==> config.mk <==
export PLATFORM = sky130hd
export DESIGN_NAME = tbc_encoder
export DESIGN_NICKNAME = d
export VERILOG_FILES = /design/src/rtl/tbc_pkg.sv /design/src/rtl/tbc_ctrl.sv /design/src/rtl/tbc_dp.sv /design/src/rtl/tbc_encoder.sv
export SDC_FILE = /design/constraint.sdc
export NUM_CORES = 1
export LEC_CHECK = 0
export BUFFER_PORTS_ARGS = -buffer_cell sky130_fd_sc_hd__buf_2
export CORE_UTILIZATION = 50
export CTS_CLUSTER_SIZE = 24
export DETAILED_ROUTE_END_ITERATION = 10
export PLACE_DENSITY = 0.7
export SLEW_MARGIN = 25
export SYNTH_ARGS = -nofsm -noshare
export SYNTH_HDL_FRONTEND = slang
export SYNTH_SLANG_ARGS = --single-unit
==> constraint.sdc <==
create_clock -name clk -period 1.86 [get_ports clk]
set_input_delay 0.279 -clock clk [delete_from_list [all_inputs] [get_ports clk]]
set_output_delay 0.279 -clock clk [all_outputs]
set_load 0.02 [all_outputs]
==> src/rtl/tbc_pkg.sv <==
package tbc_pkg;
  localparam int CONSTRAINT_LEN = 7;
  localparam int MEM_BITS = CONSTRAINT_LEN - 1;

  typedef struct packed {
    logic load;     // capture block and preload memory
    logic advance;  // triple transferred, shift one bit
  } tbcStrobe_t;
endpackage

==> src/rtl/tbc_ctrl.sv <==
module tbc_ctrl
  import tbc_pkg::*;
#(
  parameter int MAX_LEN = 128,
  parameter int MIN_LEN = MEM_BITS,
  parameter int LEN_W   = $clog2(MAX_LEN) + 1
) (
  input  logic             clk,
  input  logic             rstN,
  input  logic             startIn,
  input  logic [LEN_W-1:0] blkLen,
  input  logic             outReady,
  output tbcStrobe_t       strobe,
  output logic             inReady,
  output logic             outValid,
  output logic             outLast
);
  logic             busy;
  logic [LEN_W-1:0] remain;
  logic             lenOk;

  assign lenOk = (blkLen >= LEN_W'(MIN_LEN)) && (blkLen <= LEN_W'(MAX_LEN));

  always_comb begin
    strobe.load    = startIn && !busy && lenOk;
    strobe.advance = busy && outReady;
  end

  always_ff @(posedge clk or negedge rstN) begin
    if (!rstN) begin
      busy   <= 1'b0;
      remain <= '0;
    end else if (strobe.load) begin
      busy   <= 1'b1;
      remain <= blkLen;
    end else if (strobe.advance) begin
      if (remain == LEN_W'(1)) busy <= 1'b0;
      remain <= remain - LEN_W'(1);
    end
  end

  assign inReady  = !busy;
  assign outValid = busy;
  assign outLast  = busy && (remain == LEN_W'(1));
endmodule

==> src/rtl/tbc_dp.sv <==
module tbc_dp
  import tbc_pkg::*;
#(
  parameter int          MAX_LEN = 128,
  parameter int          LEN_W   = $clog2(MAX_LEN) + 1,
  parameter logic [6:0]  GEN0    = 7'o133,
  parameter logic [6:0]  GEN1    = 7'o171,
  parameter logic [6:0]  GEN2    = 7'o165
) (
  input  logic               clk,
  input  logic               rstN,
  input  tbcStrobe_t         strobe,
  input  logic [MAX_LEN-1:0] blkData,
  input  logic [LEN_W-1:0]   blkLen,
  output logic [2:0]         outBits
);
  localparam logic [2:0][6:0] GENS = {GEN2, GEN1, GEN0};

  logic [MAX_LEN-1:0]  dataReg;
  logic [MEM_BITS-1:0] mem;      // mem[MEM_BITS-1] newest, mem[0] deepest
  logic [MEM_BITS-1:0] preload;
  logic [CONSTRAINT_LEN-1:0] window;

  // memory stage (6-j) takes block bit N-j
  always_comb begin
    for (int j = 1; j <= MEM_BITS; j++) begin
      logic [MAX_LEN-1:0] shifted;
      shifted = blkData >> (blkLen - LEN_W'(j));
      preload[MEM_BITS-j] = shifted[0];
    end
  end

  always_ff @(posedge clk or negedge rstN) begin
    if (!rstN) begin
      dataReg <= '0;
      mem     <= '0;
    end else if (strobe.load) begin
      dataReg <= blkData;
      mem     <= preload;
    end else if (strobe.advance) begin
      dataReg <= dataReg >> 1;
      mem     <= {dataReg[0], mem[MEM_BITS-1:1]};
    end
  end

  assign window = {dataReg[0], mem};

  for (genvar g = 0; g < 3; g++) begin : gStream
    assign outBits[g] = ^(window & GENS[g]);
  end
endmodule

==> src/rtl/tbc_encoder.sv <==
module tbc_encoder
  import tbc_pkg::*;
#(
  parameter int         MAX_LEN = 128,
  parameter int         MIN_LEN = MEM_BITS,
  parameter int         LEN_W   = $clog2(MAX_LEN) + 1,
  parameter logic [6:0] GEN0    = 7'o133,
  parameter logic [6:0] GEN1    = 7'o171,
  parameter logic [6:0] GEN2    = 7'o165
) (
  input  logic               clk,
  input  logic               rstN,
  input  logic               startIn,
  input  logic [LEN_W-1:0]   blkLen,
  input  logic [MAX_LEN-1:0] blkData,
  output logic               inReady,
  input  logic               outReady,
  output logic [2:0]         outBits,
  output logic               outValid,
  output logic               outLast
);
  tbcStrobe_t strobe;

  tbc_ctrl #(.MAX_LEN(MAX_LEN), .MIN_LEN(MIN_LEN), .LEN_W(LEN_W)) u_ctrl (
    .clk(clk), .rstN(rstN), .startIn(startIn), .blkLen(blkLen),
    .outReady(outReady), .strobe(strobe), .inReady(inReady),
    .outValid(outValid), .outLast(outLast)
  );

  tbc_dp #(.MAX_LEN(MAX_LEN), .LEN_W(LEN_W),
           .GEN0(GEN0), .GEN1(GEN1), .GEN2(GEN2)) u_dp (
    .clk(clk), .rstN(rstN), .strobe(strobe), .blkData(blkData),
    .blkLen(blkLen), .outBits(outBits)
  );
endmodule

* Yosys cells after proc, flatten, opt, wreduce, memory -nomap -nowiden
Cells that the tools add are included.
Word-level totals: register bits 143, output and inout bits 6, logic and storage cells 41
Operators by class: add/sub/neg operators 7, $lt $le $gt $ge 2, equality and inequality tests 1, shift operators 6, multiplexer cells 9, reduce and logical (&&, ||, !) cells 12
Operators with widths (count):
- $shr A128 B8 Y1 | 6
- $mux W128 | 2
- $sub A8 B3 Y8 const B | 3
- $reduce_xor A7 Y1 | 3
- $mux W8 | 2
- $sub A8 B1 Y8 const B | 2
- $sub A8 B2 Y8 const B | 2
- $mux W6 | 2
- $eq A8 B1 Y1 const B | 1
- $ge A8 B3 Y1 const B | 1
- $le A8 B8 Y1 const B | 1
- $logic_and A1 B1 Y1 | 5
- $reduce_bool A2 Y1 | 2
- $mux W1 | 3
- $reduce_and A2 Y1 | 1
- $logic_not A1 Y1 | 1

* Depth between registers and ports, before layout
Gate-level depths: netlist (run 1).
depth after elaboration 5, mapped depth 15

* Hierarchy
Synthesis (run 1) repeated with hierarchy kept, for this count alone.
Unflattened totals: cells, all modules 1116, area total of the unflattened synthesis 12542.0 um^2
Modules (own cells, without submodules):
- tbc_dp | instances 1, cells each 1050, area each 11911.4 um^2, seq. area each 3353.2 um^2
- tbc_ctrl | instances 1, cells each 66, area each 630.6 um^2, seq. area each 225.2 um^2

* Least setup slack after synthesis (run 1)
OpenSTA, ideal clock, no wires.
kind input to register, start input port blkLen[2], end register u_dp.mem[5], library setup time 0.136 ns, arrival 3.330 ns, slack -1.606 ns, stages on the path 13, path buffers 4, cell sequence buf_2 > buf_4 > buf_2 > buf_4 > inv_1 > ha_1 > a21boi_0 > xnor2_1 > mux4_1 > mux2i_1 > mux2i_1 > mux2i_1 > o22ai_1
On the way: longest elaborated chain between the ends 4, elaborated cells on any way between the ends 8, those cells by class add/sub (1); order compare (2); shift (1); mux (1); reduce/logical (3)
Ends and longest elaborated chain:
- start: declaration | RTL line tbc_encoder.sv:14 | input logic [LEN_W-1:0] blkLen,
- parallel branches: the longest is 4 deep, another holds $sub A8 B1 Y8
- end signal: assignment | RTL line tbc_dp.sv:39 | mem <= preload;
- end signal: assignment | RTL line tbc_dp.sv:42 | mem <= {dataReg[0], mem[MEM_BITS-1:1]};
- end: declaration | RTL line tbc_dp.sv:20 | logic [MEM_BITS-1:0] mem;
Parallel ways; which one is timed is not known. A chain may end at the register's enable or synchronous reset.

* Worst setup path in the final report (run 1)
start input port blkLen[1], end register u_dp.mem[5]
Same word-level chain as after synthesis.

==> impl_metrics.yaml, run 1 <==
placement:
  gp_congestion: 1.01
  hpwl_um: 28900
  portBuffers: 145
  post-place-ws_ns: -0.999
worst_hold_path:
  min_to: "u_ctrl.outValid$_DFFE_PN0P_"
  whs_path_depth: 4
  hp-class: "in2reg"
  worstHoldStart: "outReady"
critical_path:
  r2r_slack_ns: 0.12
  timing.rr.start: "u_ctrl.outValid$_DFFE_PN0P_"
  cp-end-kind: "register"
  crit_type: "in2reg"
  crit_path_max_incr_delay_ns: 0.48
  cp-start-kind: "input port"
  critPathArrivalTime_ns: 2.61
  path_cells: "buf_8, clkinvlp_4, ha_4, buf_12, buf_12, mux4_2, mux4_2, mux2i_2, mux2i_1, mux2i_1, o22ai_1"
  crit_fanout: 14
  r2r_cells: 6
  worst_ep_required_time_ns: 2.18
  r2r_end: "u_dp.mem[0]$_DFFE_PN0P_"
  critPathSlowestCell: "mux4_2"
global_routing:
  gr-total-overflow: 0
  antenna_found_initial: 0
  grt_pass1_wl_um: 70200
  grt_start_max_net_pins: 57
  track_usage: 0.389
  grt_pass1_vias: 11991
synth:
  ys_ff_latch: 143
  synth.distinct_cells: 56
  ys.flop_type: "dfrtp_1"
  synth_area_um2: 11600
  synth-seq-area-share: 0.307
  synth_top_area_share: 0.307
  yosysWarnings: 0
  synth_nets: 1196
  avgSynthCellArea_um2: 11.2
  synth.top_cells.by_area: "dfrtp_1 (31%), mux4_2 (28%), nand2_1 (9.4%)"
  async_flop_share: 1.00
  post-synth-top-area-cell: "dfrtp_1"
  synth-edff-count: 0
  syn-instance-count: 1042
floorplanning:
  boundaryPins: 146
  die_x_um: 155
  rows: 55
  die_h_um: 155
  start_util: 0.513
  die_area_um2: 23900
  design.core.area_um2: 22700
sta:
  hold_violations: 0
  fin_tns_setup_ns: -27.32
  setup_violations: 146
  tightest_slew_ns: 0.581
  clock.fmax_ghz: 0.436
  skew_ns: 0.0141
  slew_violations: 0
  max_slew_margin: 0.610
  min_period_ns: 2.29
  worst_slack_ns: -0.432
  rsz0062_at_grt: "yes"
  finalCritPeriodShare: 1.23
detailed_routing:
  wl_um: 46400
  first_pass_iters: 6
  drc: 0
  routed_via_density: 7.02
  drt.antenna.violating_nets: 0
  vias: 12026
  wire_per_inst_um: 27.1
  first_iter_violations: 1780
layout:
  final_cell_mix: "nand2_1 (286), buf_4 (217), mux4_2 (159)"
  post_route_cells_drive_above_1_share: 0.504
  fillers: 1426
  final_common_cell: "nand2_1"
  layout.nets: 1570
  seqCellArea_um2: 3580
  diodes: 0
  area_delta_synth_final_pct: 43.3
  multi_input_area_um2: 7980
pwr:
  p_per_area_nw_per_um2: 1060
  vdd_drop_max_mv: 0.848
  p_leak_nw: 7.56
run:
  drv_cap: 0
status:
  status: "finished, violations left"
  violations: "setup timing"
clocking:
  clock_sinks: 143
  cts_max_level: 4
  clk_pin_slew_worst_paths_ns: 0.08
  tritoncts.num_buffers: 17
  insertion_delay_ns: 0.45
  clockRootBuffer: "clkbuf_16"
  clockBufferDepth: 2
  cts_tree: "yes"
[synthesized netlist by cell type, types with 3 or more instances]
| cell | count |
|---|---|
| a211oi_1 | 4 |
| a21oi_1 | 11 |
| a22oi_1 | 132 |
| a311oi_1 | 3 |
| a31oi_1 | 4 |
| and2_1 | 5 |
| buf_2 | 31 |
| buf_4 | 11 |
| buf_6 | 4 |
| clkbuf_1 | 42 |
| dfrtp_1 | 143 |
| ha_1 | 14 |
| inv_1 | 9 |
| mux2_2 | 6 |
| mux2i_1 | 32 |
| mux4_1 | 19 |
| mux4_2 | 146 |
| nand2_1 | 293 |
| nand3_1 | 6 |
| nor2_1 | 17 |
| nor2b_1 | 6 |
| nor3_1 | 5 |
| nor3b_1 | 4 |
| nor4_1 | 4 |
| o21ai_0 | 7 |
| o21ai_1 | 3 |
| o221ai_1 | 3 |
| o22ai_1 | 5 |
| xnor2_1 | 19 |
| xnor2_2 | 3 |
| xor2_1 | 16 |
[critical path, delay by kind of cell]
kind | cells | cell delay, ns
AOI/OAI and AO/OA | 1 | 0.13
adders and majority gates | 1 | 0.34
buffers and inverters | 4 | 0.47
muxes | 5 | 1.39
[registers in the layout (all words and copies together), names as in the netlist]
name	cells
u_dp.dataReg	128
u_ctrl.remain	8
u_dp.mem	6
u_ctrl.outValid	1
[layout make-up]
cell class | count | share of cell area
Inverter | 9 | 0.00270
Sequential cell | 143 | 0.215
Tap cell | 285 | 0.0214
Clock buffer | 18 | 0.0257
Multi-Input combinational cell | 799 | 0.478
Timing Repair Buffer | 446 | 0.247
Clock inverter | 14 | 0.0102
[through the flow]
| step | hold WS, ns | cell area (µm²) | instances | util | power, W |
|---|---|---|---|---|---|
| 3_5_place_dp | 0.211 | 14500 | 1609 | 0.640 | 0.0121 |
| 5_1_grt | 0.132 | 16700 | 1714 | 0.735 | 0.0185 |
| 4_1_cts | 0.111 | 16300 | 1693 | 0.719 | 0.0171 |
| 6_report | 0.116 | 16700 | 1714 | 0.735 | 0.0177 |
| 2_1_floorplan | -0.0166 | 12300 | 1042 | - | 0.00988 |
| 3_3_place_gp | 0.213 | 14500 | 1609 | 0.640 | 0.0119 |
[where the power goes]
group | leakage (nW) | internal (W) | switching [W]
sequential | 1.84 | 0.00456 | 0.00102
clock | 0.294 | 0.00203 | 0.00165
combinational | 5.43 | 0.00429 | 0.00415
total | 7.56 | 0.0109 | 0.00683
[layer usage]
metal,GRT usage,vias up,wire (µm)
met3,0.0880,309,5670
met5,0,-,0
met1,0.501,5819,16200
met2,0.610,1105,21300
met4,0.219,0,3230
li1,-,4793,-
[how the worst max path moves through the flow]
stage / startpoint / endpoint / slack (ns) / cells after the start
2_1_floorplan: blkLen[1] / u_dp.mem[1]$_DFFE_PN0P_ / -0.93 / 11
3_3_place_gp: blkLen[1] / u_dp.mem[3]$_DFFE_PN0P_ / -0.89 / 12
3_5_place_dp: blkLen[1] / u_dp.mem[3]$_DFFE_PN0P_ / -1.0 / 12
4_1_cts: blkLen[0] / u_dp.mem[5]$_DFFE_PN0P_ / -0.37 / 11
5_1_grt: blkLen[1] / u_dp.mem[5]$_DFFE_PN0P_ / -0.50 / 11
6_report: blkLen[1] / u_dp.mem[5]$_DFFE_PN0P_ / -0.43 / 11
[repair_timing]
action / in CTS / in global routing
cloned: 19 / 4
pin swaps: 15 / 19
hold buffers: 1 / 0
buffers inserted: 32 / 19
setup endpoints to repair: 143 / 146
resized for setup: 99 / 36
endpoints found under the hold margin: 31 / 0
[logic make-up (layout without fill, tap and decap cells)]
group / after synthesis / count (layout) / synth area share
adder cells (fa/ha/maj): 14 / 14 / 0.0150
buffers and inverters: 101 / 487 / 0.0448
AO/OA/AOI/OAI: 191 / 191 / 0.120
multiplexers: 204 / 204 / 0.361
flip-flops: 143 / 143 / 0.307
XOR/XNOR: 38 / 38 / 0.0305
AND/OR/NAND/NOR: 351 / 352 / 0.122
No activity file was read; power rests on OpenSTA's default activity.
==> run 2, diff against run 1 <==
==> constraint.sdc (replaced) <==
create_clock -name clk -period 2.9 [get_ports clk]
set_input_delay 0.435 -clock clk [delete_from_list [all_inputs] [get_ports clk]]
set_output_delay 0.435 -clock clk [all_outputs]
set_load 0.02 [all_outputs]
==> run 2 against run 1 <==
Compared with the run above:
- the run now ends clean
- clock-buffer cell count increased by 1
- non-clock buffer count decreased by 206
- core utilization decreased by 12 points
- setup slack improved by 0.81 ns
- final area decreased by 16%
- global-route usage decreased by 8.6 points
- hold slack improved by 0.16 ns
- critical path depth decreased by 2
- sequential share of layout area increased by 4.1 points
- via count decreased by 16%
- power decreased by 44%
- critical path type unchanged
- highest routed layer unchanged
==> impl_metrics.yaml, run 2 (synthesis gave the netlist of run 1 again) <==
status:
  status: "completed"
floorplanning:
  start_util: 0.513
  die_h_um: 155
  die_x_um: 155
  design.core.area_um2: 22700
  die_area_um2: 23900
  boundaryPins: 146
  rows: 55
detailed_routing:
  wire_per_inst_um: 23.2
  drt.antenna.violating_nets: 0
  first_iter_violations: 1365
  first_pass_iters: 5
  routed_via_density: 6.73
  drc: 0
  wl_um: 35000
  vias: 10143
sta:
  max_slew_margin: 0.585
  finalCritPeriodShare: 0.868
  holdWs_ns: 0.272
  rsz0062_at_grt: "no"
  clock.fmax_ghz: 0.397
  skew_ns: 0.0106
  setup_violations: 0
  tightest_slew_ns: 0.618
  hold_violations: 0
  min_period_ns: 2.52
  worst_slack_ns: 0.382
  slew_violations: 0
layout:
  fin_area_um2: 14000
  post_route_cells_drive_above_1_share: 0.363
  area_delta_synth_final_pct: 20.3
  largestRegisters: "u_dp.dataReg: 128 flops, u_ctrl.remain: 8 flops, u_dp.mem: 6 flops"
  final_cell_mix: "nand2_1 (293), mux4_2 (147), buf_2 (143), dfrtp_1 (143), a22oi_1 (132)"
  diodes: 0
  layout.nets: 1363
  final_common_cell: "nand2_1"
  largest-register: "u_dp.dataReg"
  largest_register_ffs: 128
critical_path:
  r2r_cells: 5
  r2r_slack_ns: 1.01
  critPathSlowestCell: "mux4_1"
  crit_path_max_incr_delay_ns: 0.64
  crit_family: "multiplexers"
  crit_fanout: 23
  cp.depth: 9
  cp-start-kind: "input port"
  path_cells: "buf_2, buf_12, buf_12, mux4_1, mux4_2, a211oi_1, a21oi_1, o211ai_1, o22ai_1"
  crit_top_cell: "buf_12"
  path_buf_inv: 3
  cp-end-kind: "register"
  crit_type: "in2reg"
  critPathArrivalTime_ns: 2.82
  worst_ep_required_time_ns: 3.20
pwr:
  p_leak_nw: 6.24
  p_per_area_nw_per_um2: 705
  vdd_drop_max_mv: 0.451
placement:
  hpwl_um: 25700
  post-place-ws_ns: -0.0405
  portBuffers: 145
  gp_congestion: 1.06
  dpl_cell_area_um2: 13300
global_routing:
  track_usage: 0.302
  gr-total-overflow: 0
  met3_usage: 0.0541
  grt_pass1_wl_um: 55600
  grt_start_max_net_pins: 64
  grt_pass1_vias: 9747
  grt.met1_usage: 0.433
  gr-usage-met2: 0.478
  antenna_found_initial: 0
  top_usage_layer: "met2"
clocking:
  cts_max_level: 4
  clk_pin_slew_worst_paths_ns: 0.07
  post_cts_buffers: 0
  clockBufferDepth: 2
  tritoncts.num_buffers: 17
  insertion_delay_ns: 0.43
  cts_tree: "yes"
  clock_sinks: 143
  clockRootBuffer: "clkbuf_16"
worst_hold_path:
  hp-class: "in2reg"
  whs_path_depth: 3
run:
  drv_cap: 0
## run 2: changes by cell type in the layout (fill, tap and decap cells not counted), moves of 12 or more
cell	change
buf_16	-13
a22oi_1	+18
a22oi_2	-18
mux4_2	-12
buf_6	-15
mux4_1	+12
buf_4	-142
buf_12	-16
## run 2: repair_timing
item                      4_1_cts  5_1_grt
resized for setup               0        0
hold endpoints to repair        5        0
hold buffers                    1        0
## run 2: cell type report
cell class                      instances  area (µm²)
Clock inverter                         13         201
Timing Repair Buffer                  240        1690
Tap cell                              285         357
Fill cell                            1802        8700
Sequential cell                       143        3580
Inverter                                9        41.3
Clock buffer                           19         453
Multi-Input combinational cell        798        7690
## run 2: metal layers
layer	routed length (µm)	share of wire	vias up
met3	3130	0.089	71
met4	858	0.025	0
met1	14100	0.40	5091
met2	16800	0.48	616
met5	0	0	-
li1	-	-	4365
## run 2: path summary, 6_finish.rpt
kind | start | end
worst max-delay path | blkLen[1] | u_dp.mem[4]$_DFFE_PN0P_
worst min register to register | u_dp.dataReg[120]$_DFFE_PN0P_ | u_dp.dataReg[120]$_DFFE_PN0P_
worst min-delay path | blkData[6] | u_dp.dataReg[6]$_DFFE_PN0P_
worst max register to register | u_ctrl.outValid$_DFFE_PN0P_ | u_ctrl.remain[6]$_DFFE_PN0P_
max in group asynchronous | rstN | u_dp.dataReg[12]$_DFFE_PN0P_
min in group asynchronous | rstN | u_dp.dataReg[45]$_DFFE_PN0P_
## run 2: per-stage QoR
step	TNS (ns)	std cells	utilization	total power [W]
CTS	0	1507	0.617	0.00988
floorplan	-0.101	1042	-	0.00610
detailed placement	-0.0745	1474	0.588	0.00737
finish	0	1507	0.617	0.00987
global route	0	1507	0.617	0.0105
global placement	-0.0149	1474	0.588	0.00724
## run 2: tightest hold or removal path, delay by kind of cell
kind	cells	cell delay, ns
AND/OR/NAND/NOR	1	0.06
buffers and inverters	1	0.11
AO/OA/AOI/OAI	1	0.07
## run 2: report_power, final
group	switching (W)	leakage [nW]	total, W	internal, W
combinational	0.00214	4.08	0.00392	0.00178
clock	0.000976	0.320	0.00248	0.00151
sequential	0.000550	1.84	0.00347	0.00292
